### src/rtl/sar_port_pkg.sv
package sar_port_pkg;

  // Pin bundle carried through the synchroniser as one vector.
  typedef struct packed {
    logic pdn;
    logic ext;
    logic fmt;
    logic tag;
    logic dclk;
    logic rc_n;
    logic cs_n;
  } port_ctl_t;

  localparam int unsigned CTL_BITS = $bits(port_ctl_t);

  // Idle levels: selects deasserted, everything else low.
  localparam port_ctl_t CTL_IDLE = '{pdn: 1'b0, ext: 1'b0, fmt: 1'b0, tag: 1'b0,
                                     dclk: 1'b0, rc_n: 1'b1, cs_n: 1'b1};

endpackage

### src/rtl/sar_sync_bank.sv
module sar_sync_bank #(
  parameter int unsigned N      = 7,
  parameter int unsigned STAGES = 2,
  parameter logic [N-1:0] RST_VAL = '0
) (
  input  logic         clk,
  input  logic         rst,
  input  logic [N-1:0] d_in,
  output logic [N-1:0] q_out
);

  genvar g;
  generate
    for (g = 0; g < STAGES; g++) begin : g_stage
      logic [N-1:0] q;
      if (g == 0) begin : g_first
        always_ff @(posedge clk) begin
          if (rst) q <= RST_VAL;
          else     q <= d_in;
        end
      end else begin : g_next
        always_ff @(posedge clk) begin
          if (rst) q <= RST_VAL;
          else     q <= g_stage[g-1].q;
        end
      end
    end
  endgenerate

  assign q_out = g_stage[STAGES-1].q;

endmodule

### src/rtl/sar_conv_ctrl.sv
module sar_conv_ctrl #(
  parameter int unsigned W           = 16,
  parameter int unsigned CONV_CYCLES = 24
) (
  input  logic         clk,
  input  logic         rst,
  input  logic         cs_s,
  input  logic         rc_s,
  input  logic         pdn_s,
  input  logic [W-1:0] core_result,
  input  logic         core_done,
  output logic         start_evt,
  output logic         conv_start,
  output logic         busy_n,
  output logic [W-1:0] store_q,
  output logic         result_ok
);

  localparam int unsigned CW = (CONV_CYCLES > 1) ? $clog2(CONV_CYCLES) : 1;
  localparam logic [CW-1:0] LAST = CW'(CONV_CYCLES - 1);

  logic          sel_prev;
  logic          sel_now;
  logic          busy_q;
  logic          start_q;
  logic [CW-1:0] cnt;
  logic          seen_one;
  logic          ok_q;

  // Both selects are active low; the OR is low only when both are low.
  assign sel_now   = cs_s | rc_s;
  assign start_evt = sel_prev & ~sel_now & ~pdn_s & busy_q;

  always_ff @(posedge clk) begin
    if (rst) begin
      sel_prev <= 1'b1;
      busy_q   <= 1'b1;
      start_q  <= 1'b0;
      cnt      <= '0;
      store_q  <= '0;
      seen_one <= 1'b0;
      ok_q     <= 1'b0;
    end else begin
      sel_prev <= sel_now;
      start_q  <= start_evt;
      if (start_evt) begin
        busy_q <= 1'b0;
        cnt    <= '0;
      end else if (!busy_q) begin
        if (cnt == LAST) begin
          busy_q   <= 1'b1;
          store_q  <= core_result;
          seen_one <= 1'b1;
          ok_q     <= seen_one & core_done;
        end else begin
          cnt <= cnt + 1'b1;
        end
      end
    end
  end

  assign busy_n     = busy_q;
  assign conv_start = start_q;
  assign result_ok  = ok_q;

  AST_DONE_IN_WINDOW: assert property (@(posedge clk) disable iff (rst)
    core_done |-> (!busy_q && cnt == LAST));
  AST_STORE_HELD: assert property (@(posedge clk) disable iff (rst)
    (!busy_q && cnt != LAST) |=> $stable(store_q));
  AST_PDN_NO_START: assert property (@(posedge clk) disable iff (rst)
    (pdn_s && busy_q) |=> busy_q);
  AST_OK_AT_COMPLETION: assert property (@(posedge clk) disable iff (rst)
    $rose(ok_q) |-> $rose(busy_q));

endmodule

### src/rtl/sar_ser_out.sv
module sar_ser_out #(
  parameter int unsigned W        = 16,
  parameter int unsigned INT_HALF = 2
) (
  input  logic         clk,
  input  logic         rst,
  input  logic         ext_s,
  input  logic         cs_s,
  input  logic         rc_s,
  input  logic         dclk_s,
  input  logic         tag_s,
  input  logic         fmt_s,
  input  logic         start_evt,
  input  logic [W-1:0] store_q,
  output logic         dclk_out,
  output logic         sdata,
  output logic         sync_out
);

  localparam int unsigned NW = $clog2(W + 2);
  localparam int unsigned HW = (INT_HALF > 1) ? $clog2(INT_HALF) : 1;
  localparam logic [NW-1:0] LAST_BIT = NW'(W - 1);
  localparam logic [NW-1:0] NULL_IDX = NW'(W);
  localparam logic [NW-1:0] PASS_IDX = NW'(W + 1);
  localparam logic [HW-1:0] HLAST    = HW'(INT_HALF - 1);

  logic [W-1:0]  fmt_word;
  logic [W-1:0]  sh;
  logic [NW-1:0] nbit;
  logic [HW-1:0] ph;
  logic          tag_lat;
  logic          sdata_q;
  logic          sync_q;
  logic          dclk_q;
  logic          burst_on;
  logic          rd_on;
  logic          pend_sync;
  logic          ran_outside;
  logic          dclk_prev;
  logic          cs_prev;
  logic          rc_prev;
  logic          dclk_rise;
  logic          read_cmd;
  logic          read_hold;

  assign fmt_word  = {store_q[W-1] ^ fmt_s, store_q[W-2:0]};
  assign dclk_rise = dclk_s & ~dclk_prev;
  assign read_cmd  = ext_s & ((rc_s & ~rc_prev & ~cs_s) | (~cs_s & cs_prev & rc_s));
  assign read_hold = ext_s & ~cs_s & rc_s;

  always_ff @(posedge clk) begin
    if (rst) begin
      sh          <= '0;
      nbit        <= '0;
      ph          <= '0;
      tag_lat     <= 1'b0;
      sdata_q     <= 1'b0;
      sync_q      <= 1'b0;
      dclk_q      <= 1'b0;
      burst_on    <= 1'b0;
      rd_on       <= 1'b0;
      pend_sync   <= 1'b0;
      ran_outside <= 1'b0;
      dclk_prev   <= 1'b0;
      cs_prev     <= 1'b1;
      rc_prev     <= 1'b1;
    end else begin
      dclk_prev <= dclk_s;
      cs_prev   <= cs_s;
      rc_prev   <= rc_s;
      if (!ext_s) begin
        // Internal clock: one burst per conversion start.
        rd_on       <= 1'b0;
        sync_q      <= 1'b0;
        pend_sync   <= 1'b0;
        ran_outside <= 1'b0;
        if (start_evt) begin
          sh       <= fmt_word;
          sdata_q  <= fmt_word[W-1];
          tag_lat  <= tag_s;
          nbit     <= '0;
          ph       <= '0;
          dclk_q   <= 1'b0;
          burst_on <= 1'b1;
        end else if (burst_on) begin
          if (ph == HLAST) begin
            ph <= '0;
            if (!dclk_q) begin
              dclk_q <= 1'b1;
            end else begin
              dclk_q <= 1'b0;
              if (nbit == LAST_BIT) begin
                burst_on <= 1'b0;
                sdata_q  <= tag_lat;
                nbit     <= NULL_IDX;
              end else begin
                sh      <= sh << 1;
                sdata_q <= sh[W-2];
                nbit    <= nbit + 1'b1;
              end
            end
          end else begin
            ph <= ph + 1'b1;
          end
        end
      end else begin
        // Host clock: read windows opened by the control pins.
        burst_on <= 1'b0;
        dclk_q   <= 1'b0;
        ph       <= '0;
        if (read_cmd) begin
          rd_on       <= 1'b1;
          sh          <= fmt_word;
          tag_lat     <= tag_s;
          nbit        <= '0;
          pend_sync   <= ran_outside;
          ran_outside <= 1'b0;
          sync_q      <= 1'b0;
        end else if (rd_on && !read_hold) begin
          rd_on     <= 1'b0;
          sync_q    <= 1'b0;
          pend_sync <= 1'b0;
        end else if (rd_on && dclk_rise) begin
          if (pend_sync) begin
            sync_q    <= 1'b1;
            pend_sync <= 1'b0;
          end else begin
            sync_q <= 1'b0;
            if (nbit < NULL_IDX) begin
              sdata_q <= sh[W-1];
              sh      <= sh << 1;
              nbit    <= nbit + 1'b1;
            end else if (nbit == NULL_IDX) begin
              sdata_q <= tag_lat;
              nbit    <= PASS_IDX;
            end else begin
              sdata_q <= tag_s;
            end
          end
        end else if (!rd_on && dclk_rise) begin
          ran_outside <= 1'b1;
        end
      end
    end
  end

  assign dclk_out = dclk_q;
  assign sdata    = sdata_q;
  assign sync_out = sync_q;

  AST_NO_CLK_IN_EXT: assert property (@(posedge clk) disable iff (rst)
    (ext_s && $past(ext_s)) |-> !dclk_q);
  AST_DATA_MOVES_ON_FALL: assert property (@(posedge clk) disable iff (rst)
    (!ext_s && !start_evt && dclk_q) |=> ($stable(sdata_q) || !dclk_q));
  AST_SYNC_IN_READ: assert property (@(posedge clk) disable iff (rst)
    sync_q |-> rd_on);
  AST_BIT_INDEX_RANGE: assert property (@(posedge clk) disable iff (rst)
    nbit <= PASS_IDX);

endmodule

### src/rtl/sar_readout_port.sv
module sar_readout_port #(
  parameter int unsigned DATA_W      = 16,
  parameter int unsigned CONV_CYCLES = 24,
  parameter int unsigned INT_HALF    = 2,
  parameter int unsigned SYNC_STAGES = 2
) (
  input  logic              clk,
  input  logic              rst,
  input  logic              cs_n,
  input  logic              rc_n,
  input  logic              ext_clk_sel,
  input  logic              dclk_in,
  input  logic              tag_in,
  input  logic              fmt_sb,
  input  logic              pwr_dn,
  input  logic [DATA_W-1:0] core_result,
  input  logic              core_done,
  output logic              conv_start,
  output logic              busy_n,
  output logic              dclk_out,
  output logic              sdata,
  output logic              sync_out,
  output logic              result_ok
);

  import sar_port_pkg::*;

  port_ctl_t          ctl_raw;
  port_ctl_t          ctl_s;
  logic               start_evt;
  logic [DATA_W-1:0]  store_q;

  assign ctl_raw = '{pdn: pwr_dn, ext: ext_clk_sel, fmt: fmt_sb, tag: tag_in,
                     dclk: dclk_in, rc_n: rc_n, cs_n: cs_n};

  sar_sync_bank #(
    .N       (CTL_BITS),
    .STAGES  (SYNC_STAGES),
    .RST_VAL (CTL_IDLE)
  ) i_sync (
    .clk   (clk),
    .rst   (rst),
    .d_in  (ctl_raw),
    .q_out (ctl_s)
  );

  sar_conv_ctrl #(
    .W           (DATA_W),
    .CONV_CYCLES (CONV_CYCLES)
  ) i_conv (
    .clk         (clk),
    .rst         (rst),
    .cs_s        (ctl_s.cs_n),
    .rc_s        (ctl_s.rc_n),
    .pdn_s       (ctl_s.pdn),
    .core_result (core_result),
    .core_done   (core_done),
    .start_evt   (start_evt),
    .conv_start  (conv_start),
    .busy_n      (busy_n),
    .store_q     (store_q),
    .result_ok   (result_ok)
  );

  sar_ser_out #(
    .W        (DATA_W),
    .INT_HALF (INT_HALF)
  ) i_ser (
    .clk       (clk),
    .rst       (rst),
    .ext_s     (ctl_s.ext),
    .cs_s      (ctl_s.cs_n),
    .rc_s      (ctl_s.rc_n),
    .dclk_s    (ctl_s.dclk),
    .tag_s     (ctl_s.tag),
    .fmt_s     (ctl_s.fmt),
    .start_evt (start_evt),
    .store_q   (store_q),
    .dclk_out  (dclk_out),
    .sdata     (sdata),
    .sync_out  (sync_out)
  );

endmodule

### config.mk
export PLATFORM = sky130hd
export DESIGN_NAME = sar_readout_port
export DESIGN_NICKNAME = d
export VERILOG_FILES = /design/src/rtl/sar_port_pkg.sv /design/src/rtl/sar_sync_bank.sv /design/src/rtl/sar_conv_ctrl.sv /design/src/rtl/sar_ser_out.sv /design/src/rtl/sar_readout_port.sv
export SDC_FILE = /design/constraint.sdc
export NUM_CORES = 1
export LEC_CHECK = 0
export ABC_AREA = 0
export BUFFER_PORTS_ARGS = -buffer_cell sky130_fd_sc_hd__buf_2
export CAP_MARGIN = 10
export CORE_AREA = 2 2 80 82
export CTS_CLUSTER_DIAMETER = 40
export CTS_CLUSTER_SIZE = 16
export DETAILED_ROUTE_END_ITERATION = 12
export DIE_AREA = 0 0 82 84
export PLACE_DENSITY = 0.83
export SLEW_MARGIN = 5
export SYNTH_ARGS = -nofsm -noshare
export SYNTH_HDL_FRONTEND = slang
export SYNTH_HIERARCHICAL = 1
export SYNTH_SLANG_ARGS = --single-unit
### constraint.sdc
create_clock -name clk -period 1.99 [get_ports clk]
set_input_delay 0.398 -clock clk [delete_from_list [all_inputs] [get_ports clk]]
set_output_delay 0.398 -clock clk [all_outputs]
set_load 0.005 [all_outputs]
=== Yosys cells after proc, flatten, opt, wreduce, memory -nomap -nowiden ===
Index checks and enable logic that the tools add are counted.

* Word-level logic and storage cells: 146
* Output and inout port bits: 6
* Input port bits: 26
* Bits in registers: 73

* Add/sub/neg operators: 3
* Reduce and logical (&&, ||, !) cells: 25
* Bitwise gates (word level): 26
* $lt $le $gt $ge: 1
* Eq/ne operators: 14
* Multiplexer cells: 54

{| class="wikitable"
|+ Operators with widths
! cell !! number
|-
| $mux W16 || 11
|-
| $mux W5 || 12
|-
| $mux W1 || 31
|-
| $reduce_and A7 Y1 || 2
|-
| $and A1 B1 Y1 || 12
|-
| $reduce_bool A3 Y1 || 4
|-
| $not A1 Y1 || 11
|-
| $add A5 B1 Y5 const B || 2
|-
| $eq A5 B5 Y1 const B || 2
|-
| $reduce_and A8 Y1 || 1
|-
| $ne A2 B2 Y1 const B || 3
|-
| $ne A3 B1 Y1 const B || 2
|-
| $ne A3 B3 Y1 const B || 2
|-
| $reduce_and A2 Y1 || 3
|-
| $reduce_and A3 Y1 || 2
|-
| $reduce_or A2 Y1 || 3
|-
| $reduce_or A3 Y1 || 2
|-
| $eq A5 B4 Y1 const B || 1
|-
| $lt A5 B5 Y1 const B || 1
|-
| $ne A2 B1 Y1 const B || 2
|-
| $ne A4 B1 Y1 const B || 1
|-
| $reduce_bool A2 Y1 || 2
|-
| $reduce_or A4 Y1 || 1
|-
| $logic_and A1 B1 Y1 || 3
|-
| 5 further kinds || 7
|}

=== Logic depth before layout (Yosys ltp) ===
Gate-level depths: netlist (run 1).

* Word-level depth: 8
* Gate-level depth with buffers: 10
* Gate-level depth less buffers: 8

=== Hierarchy ===
Netlist (run 1), hierarchy kept.

{| class="wikitable"
|+ Modules (own cells, without submodules)
! module !! times used !! area each (um2) !! seq. area each (um2) !! cells each
|-
| sar_ser_out || 1 || 1,609.0 || 660.6 || 178
|-
| sar_conv_ctrl || 1 || 1,021.0 || 520.5 || 117
|-
| sar_sync_bank || 1 || 384.1 || 280.3 || 29
|}

=== Worst setup path before layout (run 1) ===
Ideal clock, no wire load.

* Kind: reg-to-reg
* Start: register i_conv.busy_q (netlist: i_conv/busy_n)
* End: register i_ser.sh[12]
* Data arrival time: 1.959 ns
* Path buffers: 3
* Data required time: 1.868 ns
* Period minus slack after synthesis: 2.081 ns
* Cell stages (with the launch flop): 10
* Path slack: -0.091 ns
* Setup time: 0.122 ns
* Cell sequence: dfxtp_1 buf_2 nand3b_1 nor3_1 nand2b_1 o31ai_1 buf_4 buf_2 mux2i_1 a21oi_1

* Cells in the longest elaborated chain, start to end: 3
* Elaborated cells on any way between the ends: 8
* Classes of those cells: eq/ne: 1; mux: 2; bitwise: 1; reduce/logical: 4

{| class="wikitable"
|+ Ends and longest elaborated chain
! element !! line !! source
|-
| from (decl) || sar_conv_ctrl.sv:24 || <nowiki>logic busy_q;</nowiki>
|-
| from (signal assigned) || sar_conv_ctrl.sv:37 || <nowiki>busy_q <= 1'b1;</nowiki>
|-
| from (signal assigned) || sar_conv_ctrl.sv:47 || <nowiki>busy_q <= 1'b0;</nowiki>
|-
| from (signal assigned) || sar_conv_ctrl.sv:51 || <nowiki>busy_q <= 1'b1;</nowiki>
|-
| $and A1 B1 Y1 * || sar_conv_ctrl.sv:32 || <nowiki>assign start_evt = sel_prev & ~sel_now & ~pdn_s & busy_q;</nowiki>
|-
| via start_evt || sar_readout_port.sv:30 || <nowiki>logic start_evt;</nowiki>
|-
| $ne A3 B3 Y1 (no source line) (tied with other cells) || n/a ||
|-
| $reduce_and A8 Y1 (no source line) / $mux W16 (equally long branches) || n/a ||
|-
| to (signal assigned) || sar_ser_out.sv:78 || <nowiki>sh <= fmt_word;</nowiki>
|-
| to (signal assigned) || sar_ser_out.sv:97 || <nowiki>sh <= sh << 1;</nowiki>
|-
| to (signal assigned) || sar_ser_out.sv:113 || <nowiki>sh <= fmt_word;</nowiki>
|-
| to (decl) || sar_ser_out.sv:28 || <nowiki>logic [W-1:0] sh;</nowiki>
|}

The timed path passes the listed nets; every way through them passes the cells marked *.
A chain may end at the register's enable or synchronous reset.

=== Worst setup path in the final report (run 1) ===
* Start: register i_ser.nbit[0]
* End: register i_ser.nbit[2]

* Cells in the longest elaborated chain, start to end: 7
* Elaborated cells on any way between the ends: 17
* Classes of those cells: add/sub: 1; order compare: 1; eq/ne: 3; mux: 11; reduce/logical: 1

{| class="wikitable"
|+ Ends and longest elaborated chain
! element !! line !! source
|-
| from (decl) || sar_ser_out.sv:29 || <nowiki>logic [NW-1:0] nbit;</nowiki>
|-
| from (signal assigned) || sar_ser_out.sv:99 || <nowiki>nbit <= nbit + 1'b1;</nowiki>
|-
| from (signal assigned) || sar_ser_out.sv:132 || <nowiki>nbit <= nbit + 1'b1;</nowiki>
|-
| $add A5 B1 Y5 (tied with other cells) || sar_ser_out.sv:99, sar_ser_out.sv:132 ||
|-
| $mux W5, on equally long branches || sar_ser_out.sv:92, sar_ser_out.sv:129 ||
|-
| $mux W5, on equally long branches || sar_ser_out.sv:88, sar_ser_out.sv:124 ||
|-
| $mux W5, on equally long branches || sar_ser_out.sv:86, sar_ser_out.sv:123 ||
|-
| $mux W5, on equally long branches || sar_ser_out.sv:85, sar_ser_out.sv:119 ||
|-
| $mux W5, on equally long branches || sar_ser_out.sv:77, sar_ser_out.sv:111 ||
|-
| $mux W5 || sar_ser_out.sv:71 || <nowiki>if (!ext_s) begin</nowiki>
|}

Several ways; a longest one is shown, not always the timed one. The select of a mux whose other input is x is not followed.

==> results of run 1 <==
==> final cells by class <==
cell class	count	area, sq um	area share
Multi-Input combinational cell	223	1494	0.4157
Sequential cell	73	1466	0.4081
Timing Repair Buffer	42	262.8	0.07312
Clock buffer	12	145.1	0.04039
Clock inverter	4	98.84	0.02751
Tap cell	77	96.34	0.02681
Inverter	8	30.03	0.008357
==> Yosys cell counts (2+ instances only) <==
library cell	instances	area, sq um
clkbuf_1	8	30.03
nand2b_1	4	25.02
o31ai_1	3	22.52
or2_2	3	18.77
a21oi_1	41	205.2
mux2i_1	17	170.2
xor2_1	2	17.52
nor2b_1	10	62.56
or2_1	4	25.02
or3_1	2	12.51
buf_2	8	40.04
nand2_1	7	26.28
and2b_1	4	30.03
nand3b_1	3	22.52
nor3_1	7	35.03
nor2_1	13	48.80
nand3_1	22	110.1
a211oi_1	2	15.01
ha_1	5	62.56
o21ai_0	40	200.2
dfxtp_1	73	1461
buf_4	2	15.01
a21o_1	2	15.01
xnor2_1	2	17.52
and3_1	2	12.51
a311oi_1	2	17.52
inv_1	8	30.03
buf_6	2	22.52
==> per-layer routing <==
metal,up-vias,wire (um),track usage
met5,-,0,0
met4,0,128,0.08939
met3,11,210,0.03896
met2,48,3041,0.3052
met1,1179,2670,0.2436
li1,1236,-,-
==> stage by stage <==
step | hold WS [ns] | TNS [ns] | util | setup slack, ns
floorplan | 0.3832 | 0 | - | 0.07926
global placement | 0.3848 | 0 | 0.5363 | 0.03076
detailed placement | 0.3891 | -0.2172 | 0.5363 | -0.07209
CTS | 0.2258 | 0 | 0.5796 | 0.005747
global route | 0.2230 | -0.07621 | 0.5895 | -0.02798
finish | 0.2324 | 0 | 0.5895 | 0.01852
==> kinds of logic (layout without fill, tap and decap cells) <==
kind of cell | after synthesis | after routing | share of synthesized area
compound gates | 104 | 104 | 0.2038
simple gates | 93 | 93 | 0.1768
flops | 73 | 73 | 0.4848
buf+inv | 28 | 66 | 0.04566
mux | 17 | 17 | 0.05645
fa+ha+maj | 5 | 5 | 0.02076
xor+xnor | 4 | 4 | 0.01163
==> state kept, by name, summed over array words and instances, names as in the netlist, 5 cells and up <==
register          cells
i_sync/g_stage.q      7
i_conv/store_q       16
i_ser/nbit            5
i_ser/sh             16
i_conv/cnt            5
i_sync/q_out          7
==> path summary, 6_finish.rpt <==
check	startpoint	endpoint	depth (start not counted)
max reg2reg	i_ser/nbit[0]$_SDFFE_PP0P_	i_ser/nbit[2]$_SDFFE_PP0P_	7
min	cs_n	i_sync/g_stage[0].q[0]$_SDFF_PP1_	2
max	i_ser/nbit[0]$_SDFFE_PP0P_	i_ser/nbit[2]$_SDFFE_PP0P_	7
min reg2reg	i_sync/g_stage[0].q[1]$_SDFF_PP1_	i_sync/q_out[1]$_SDFF_PP1_	1
==> critical path, delay by kind of cell (launching register included) <==
kind | cells | cell delay, ns
buf+inv | 1 | 0.06
fa+ha+maj | 1 | 0.11
simple gates | 1 | 0.40
compound gates | 4 | 0.93
flops | 1 | 0.37
==> power groups by stage <==
stage               registers, uW  clock network [uW]  logic (uW)
finish                       1520                1410         166
global route                 1520                1500         184
CTS                          1520                1430         158
detailed placement           1550                   0         154
global placement             1550                   0         149
floorplan                    1540                   0         103
==> timing repair <==
item                       in CTS  in global routing
pin swaps                       2                  8
hold buffers                    0                  0
gates cloned                    0                  0
buffers inserted                1                  1
gates resized for setup         4                 16
setup endpoints to repair       4                 19
==> key figures, run 1 <==
Drt
  • Initial DRC Count: 208
  • Drt pass-1 iters: 4
  • Vias per cell: 5.636
  • Routed WL: 6.051 mm
  • Via count: 2474
  • DRT antenna net count: 0
  • DR DRC count: 0
  • Routed WL per cell: 13.78 um

Setup path
  • Critical-path cell list: inv_2 -> ha_4 -> or3b_4 -> a2111oi_4 -> o21ai_4 -> a21o_1 -> a32o_2
  • CP max FO: 5
  • Critical path's largest stage delay: 0.42 ns
  • R2R Setup Slk: 0.02 ns
  • Crit-path slowest cell: a2111oi_4
  • Crit path arrival time: 2.21 ns
  • Startpoint type of the worst setup path: register
  • CP endpoint kind: register
  • Req. time, crit path: 2.23 ns
  • WS Path Type: reg -> reg

STA
  • Max-slew headroom: 0.5598
  • Final Skew: 0.008701 ns
  • Final slew viol count: 0
  • Final min period: 1.971 ns
  • Hold Fails Final Rpt: 0
  • Final Cycle Share: 0.9907
  • Final setup viols: 0
  • F_max: 507.2 MHz
  • Worst-margin pin slew: 0.6547 ns
  • RSZ-0062 raised after global routing: yes

Power and ir drop
  • Power, Total: 3095 uW
  • Clk pwr share: 0.456
  • Max VDD drop: 0.0005713 V
  • Pwr per Cell Area: 861.3 nW/um^2
  • Sw Ratio: 0.2095
  • Net Switching: 648.4 uW
  • Comb pwr share: 0.054
  • Internal: 2446 uW
  • Reg power frac: 0.490
  • Leakage: 0.001306 uW

Synthesis
  • Top FF cell, synth: dfxtp_1
  • Syn_area_per_cell: 9.303 sq um
  • Post-synth EDFFs: 0
  • Syn Nets: 355
  • Gate Count Post-Synth: 324
  • Cell Area, Synth: 3014 sq um
  • Yosys cell types: 54
  • Sequential area share after synthesis: 0.4848
  • Synth Register Bits: 73
  • FFs w/ async S/R, synth: 0
  • Synth warnings: 6

Floorplanning
  • Die area: 6888 sq um
  • Placeable Area: 6096 sq um
  • Die Width: 82 um
  • I/O pin count: 32
  • Initial Utilization: 0.4945
  • Num rows: 29
  • Die Height: 84 um

GRT
  • GR Util All Layers: 0.1911
  • Vias in the first global route: 2329
  • First-pass GRT wire length: 10.27 mm
  • Remaining Overflow, GRT: 0
  • Initial antenna violation count: 0
  • Pin count of the biggest net entering global routing: 37

Cells and area
  • # fillers: 511
  • Share of post-route cells with drive strength above 1: 0.2348
  • Nets: 388
  • Most frequent cells in the layout: dfxtp_1 (71), a21oi_1 (41), o21ai_0 (37)
  • Antenna cell count: 0
  • Commonest non-fill, non-tap cell in the layout: dfxtp_1
  • Non-Filler Instances: 439
  • Design area: 3593 sq um
  • Layout area overhead: 19.22%

Clock tree
  • CTS Buffer Depth: 2
  • Clk sinks: 73
  • Clk_lat worst skew: 0.34 ns
  • H-tree Lvls: 3
  • CTS tree: built
  • Total CTS buffers: 9
  • CTS clk-pin slew, worst paths: 0.08 ns
  • Clk root buf: clkbuf_8

Hold path
  • Min-delay worst type: in -> reg

Placement
  • Placed inst area: 3269 sq um
  • Port Buffers: 31
  • Dpl cells: 421
  • GPL Wtd Cong: 0.8037
  • Hpwl dp: 3.967 mm

Flow run
  • Max-cap violations: 0

Outcome
  • Status: finished, final reports clean
Power figures use the tool's default switching activity.
==> inputs of run 2 (changes only) <==
--- a/config.mk
+++ b/config.mk
@@ -8,12 +8,13 @@
 export ABC_AREA = 0
 export BUFFER_PORTS_ARGS = -buffer_cell sky130_fd_sc_hd__buf_2
 export CAP_MARGIN = 10
-export CORE_AREA = 2 2 80 82
+export CORE_AREA = 2 2 79 81
+export CTS_BUF_LIST = sky130_fd_sc_hd__clkbuf_8
 export CTS_CLUSTER_DIAMETER = 40
 export CTS_CLUSTER_SIZE = 16
 export DETAILED_ROUTE_END_ITERATION = 12
-export DIE_AREA = 0 0 82 84
-export PLACE_DENSITY = 0.83
+export DIE_AREA = 0 0 81 83
+export PLACE_DENSITY = 0.85
 export SLEW_MARGIN = 5
 export SYNTH_ARGS = -nofsm -noshare
 export SYNTH_HDL_FRONTEND = slang
==> run 2 against run 1 <==
Against the previous run:
- utilization is 2.8 points higher
- routed wire length is 11% higher
- global-route usage is 0.97 points higher
- clock power is 22% lower
- cell count is 0.91% higher
- critical path type unchanged
- critical endpoint is now i_ser/sh[9]$_SDFFE_PP0P_
- clock-buffer cell count is 3 lower
- largest power group unchanged
==> key figures, run 2 (synthesis gave the netlist of run 1 again) <==
Outcome
  • Status: finished, final reports clean

Clock tree
  • CTS Hold Buffers Added: 0 (unchanged)
  • Clk_lat worst skew: 0.34 ns (about the same)
  • CTS Buffer Depth: 2 (unchanged)
  • H-tree Lvls: 3 (unchanged)
  • Clk root buf: clkbuf_8
  • CTS tree: built
  • CTS clk-pin slew, worst paths: 0.08 ns (about the same)
  • Clk sinks: 73 (unchanged)
  • Total CTS buffers: 9 (unchanged)

Cells and area
  • Most frequent cells in the layout: dfxtp_1 (71), a21oi_1 (41), o21ai_0 (37)
  • Commonest non-fill, non-tap cell in the layout: dfxtp_1
  • Nets: 395 (+1.8%)
  • Share of post-route cells with drive strength above 1: 0.2500 (+0.01519)
  • Design area: 3593 sq um (unchanged)
  • Antenna cell count: 0 (unchanged)
  • Largest registers: i_conv/store_q (16), i_ser/sh (16)
  • Layout area overhead: 19.22% (unchanged)

Setup path
  • Top cell family by delay on the critical path: compound AO/OA/AOI/OAI gates
  • CP max FO: 14 (+9)
  • Setup crit start: i_ser/nbit[0]$_SDFFE_PP0P_
  • Crit-path slowest cell: dfxtp_4
  • CP bufs+invs: 1 (unchanged)
  • Worst R2R Start: i_ser/nbit[0]$_SDFFE_PP0P_
  • Critical path's largest stage delay: 0.37 ns (-0.05 ns)
  • Req. time, crit path: 2.25 ns (+0.02 ns)
  • WS Path Type: reg -> reg
  • Crit path arrival time: 2.24 ns (+0.03 ns)
  • Critical-path cell list: ha_1 -> and3_2 -> ha_1 -> o21ai_2 -> o21a_2 -> buf_12 -> o21ai_0 -> a21oi_1
  • Most used cell, CP: ha_1
  • CP endpoint kind: register
  • Startpoint type of the worst setup path: register

Power and ir drop
  • Clk pwr share: 0.392 (-0.064)
  • Sw Ratio: 0.2332 (+0.02373)
  • Internal: 2146 uW (-12%)
  • Pwr per Cell Area: 778.9 nW/um^2 (-9.6%)
  • Max VDD drop: 0.0004374 V (-23%)
  • Power, Total: 2799 uW (-9.6%)
  • Comb pwr share: 0.067 (+0.013)
  • Net Switching: 652.8 uW (+0.68%)
  • Leakage: 0.001315 uW (+0.66%)
  • Reg power frac: 0.541 (+0.051)

Placement
  • Placed inst area: 3297 sq um (+0.84%)
  • Hpwl dp: 4.184 mm (+5.5%)
  • Place WS: -0.01885 ns (+0.05324 ns)
  • GPL Wtd Cong: 0.8386 (+4.3%)
  • Port Buffers: 31 (unchanged)

STA
  • Worst hold margin: 0.2298 ns (-0.002601 ns)
  • Setup TNS Final: 0 ns (unchanged)
  • Final slew viol count: 0 (unchanged)
  • Final Skew: 0.006389 ns (-0.002311 ns)
  • Worst-margin pin slew: 0.6396 ns (-0.01509 ns)
  • F_max: 504.4 MHz (-0.56%)
  • RSZ-0062 raised after global routing: yes
  • PnR worst setup slack: 0.007429 ns (-0.01109 ns)
  • Final setup viols: 0 (unchanged)
  • Hold Fails Final Rpt: 0 (unchanged)
  • Final min period: 1.983 ns (+0.01109 ns)
  • Max-slew headroom: 0.5731 (+0.01332)
  • Final Cycle Share: 0.9963 (+0.005575)

Drt
  • Vias per cell: 5.862 (+4.0%)
  • Drt pass-1 iters: 5 (+1)
  • Initial DRC Count: 241 (+16%)
  • Routed WL per cell: 15.15 um (+9.9%)
  • DR DRC count: 0 (unchanged)
  • Routed WL: 6.710 mm (+11%)
  • DRT antenna net count: 0 (unchanged)
  • Via count: 2597 (+5.0%)

GRT
  • Initial antenna violation count: 0 (unchanged)
  • Remaining Overflow, GRT: 0 (unchanged)
  • GR Util All Layers: 0.2008 (+0.009677)
  • Pin count of the biggest net entering global routing: 29 (-22%)
  • Grt met2 use: 0.3186 (+0.01331)
  • Global Route met1 Usage: 0.2512 (+0.007584)
  • Vias in the first global route: 2419 (+3.9%)
  • Layer with the highest usage: met2
  • M3 GR Usage: 0.05543 (+0.01647)
  • First-pass GRT wire length: 10.63 mm (+3.4%)

Flow run
  • Max-cap violations: 0 (unchanged)

Hold path
  • Min-delay worst type: in -> reg
  • Hold_sp: rc_n

Floorplanning
  • Num rows: 28 (-3.4%)
  • Die Height: 83 um (-1.2%)
  • Die Width: 81 um (-1.2%)
  • I/O pin count: 32 (unchanged)
  • Placeable Area: 5816 sq um (-4.6%)
  • Die area: 6723 sq um (-2.4%)
  • Initial Utilization: 0.5183 (+0.02383)
-- run 2: what timing repair did --
item                                    CTS  global route
setup buffers                             1             3
endpoints found under the setup margin    3            20
resized for setup                         3            17
cloned                                    0             1
pin swaps                                 2             7
-- run 2: final timing paths --
| check | slack, ns | depth (start not counted) | to |
|---|---|---|---|
| worst max-delay path | 0.007 | 8 | i_ser/sh[9]$_SDFFE_PP0P_ |
| worst min register to register | 0.41 | 1 | i_sync/q_out[1]$_SDFF_PP1_ |
| worst max register to register | 0.007 | 8 | i_ser/sh[9]$_SDFFE_PP0P_ |
| worst min-delay path | 0.23 | 2 | i_sync/g_stage[0].q[1]$_SDFF_PP1_ |
-- run 2: layout make-up --
| class | count | area (sq um) |
|---|---|---|
| clock buffers | 9 | 123.9 |
| clock inverters | 6 | 60.06 |
| multi-input cells | 223 | 1486 |
| repair buffers | 49 | 332.8 |
| inverters | 8 | 30.03 |
| fillers | 488 | 2222 |
| flip-flops and latches | 73 | 1466 |
| well taps | 75 | 93.84 |
-- run 2: worst reg2reg max path: stages (launching register included) --
cell	delay (ns)
dfxtp_4	0.37
ha_1	0.22
and3_2	0.22
ha_1	0.26
o21ai_2	0.19
o21a_2	0.22
buf_12	0.14
o21ai_0	0.08
a21oi_1	0.19
-- run 2: per-stage QoR --
stage          instances  utilization
2_1_floorplan        324            -
3_3_place_gp         423       0.5669
3_5_place_dp         423       0.5669
4_1_cts              439       0.6007
5_1_grt              443       0.6179
6_report             443       0.6179
-- run 2: metal layers --
metal  wire length (um)  vias up
met5                  0        -
met4                207        0
met3                334       23
met2               3258       94
met1               2910     1240
li1                   -     1240
-- run 2: power by group through the flow --
stage	Sequential (uW)	Combinational, uW	Clock (uW)
after floorplan	1540	103	0
after global placement	1550	156	0
after detailed placement	1550	162	0
after CTS	1510	166	1120
after global routing	1520	204	1180
final	1510	186	1100
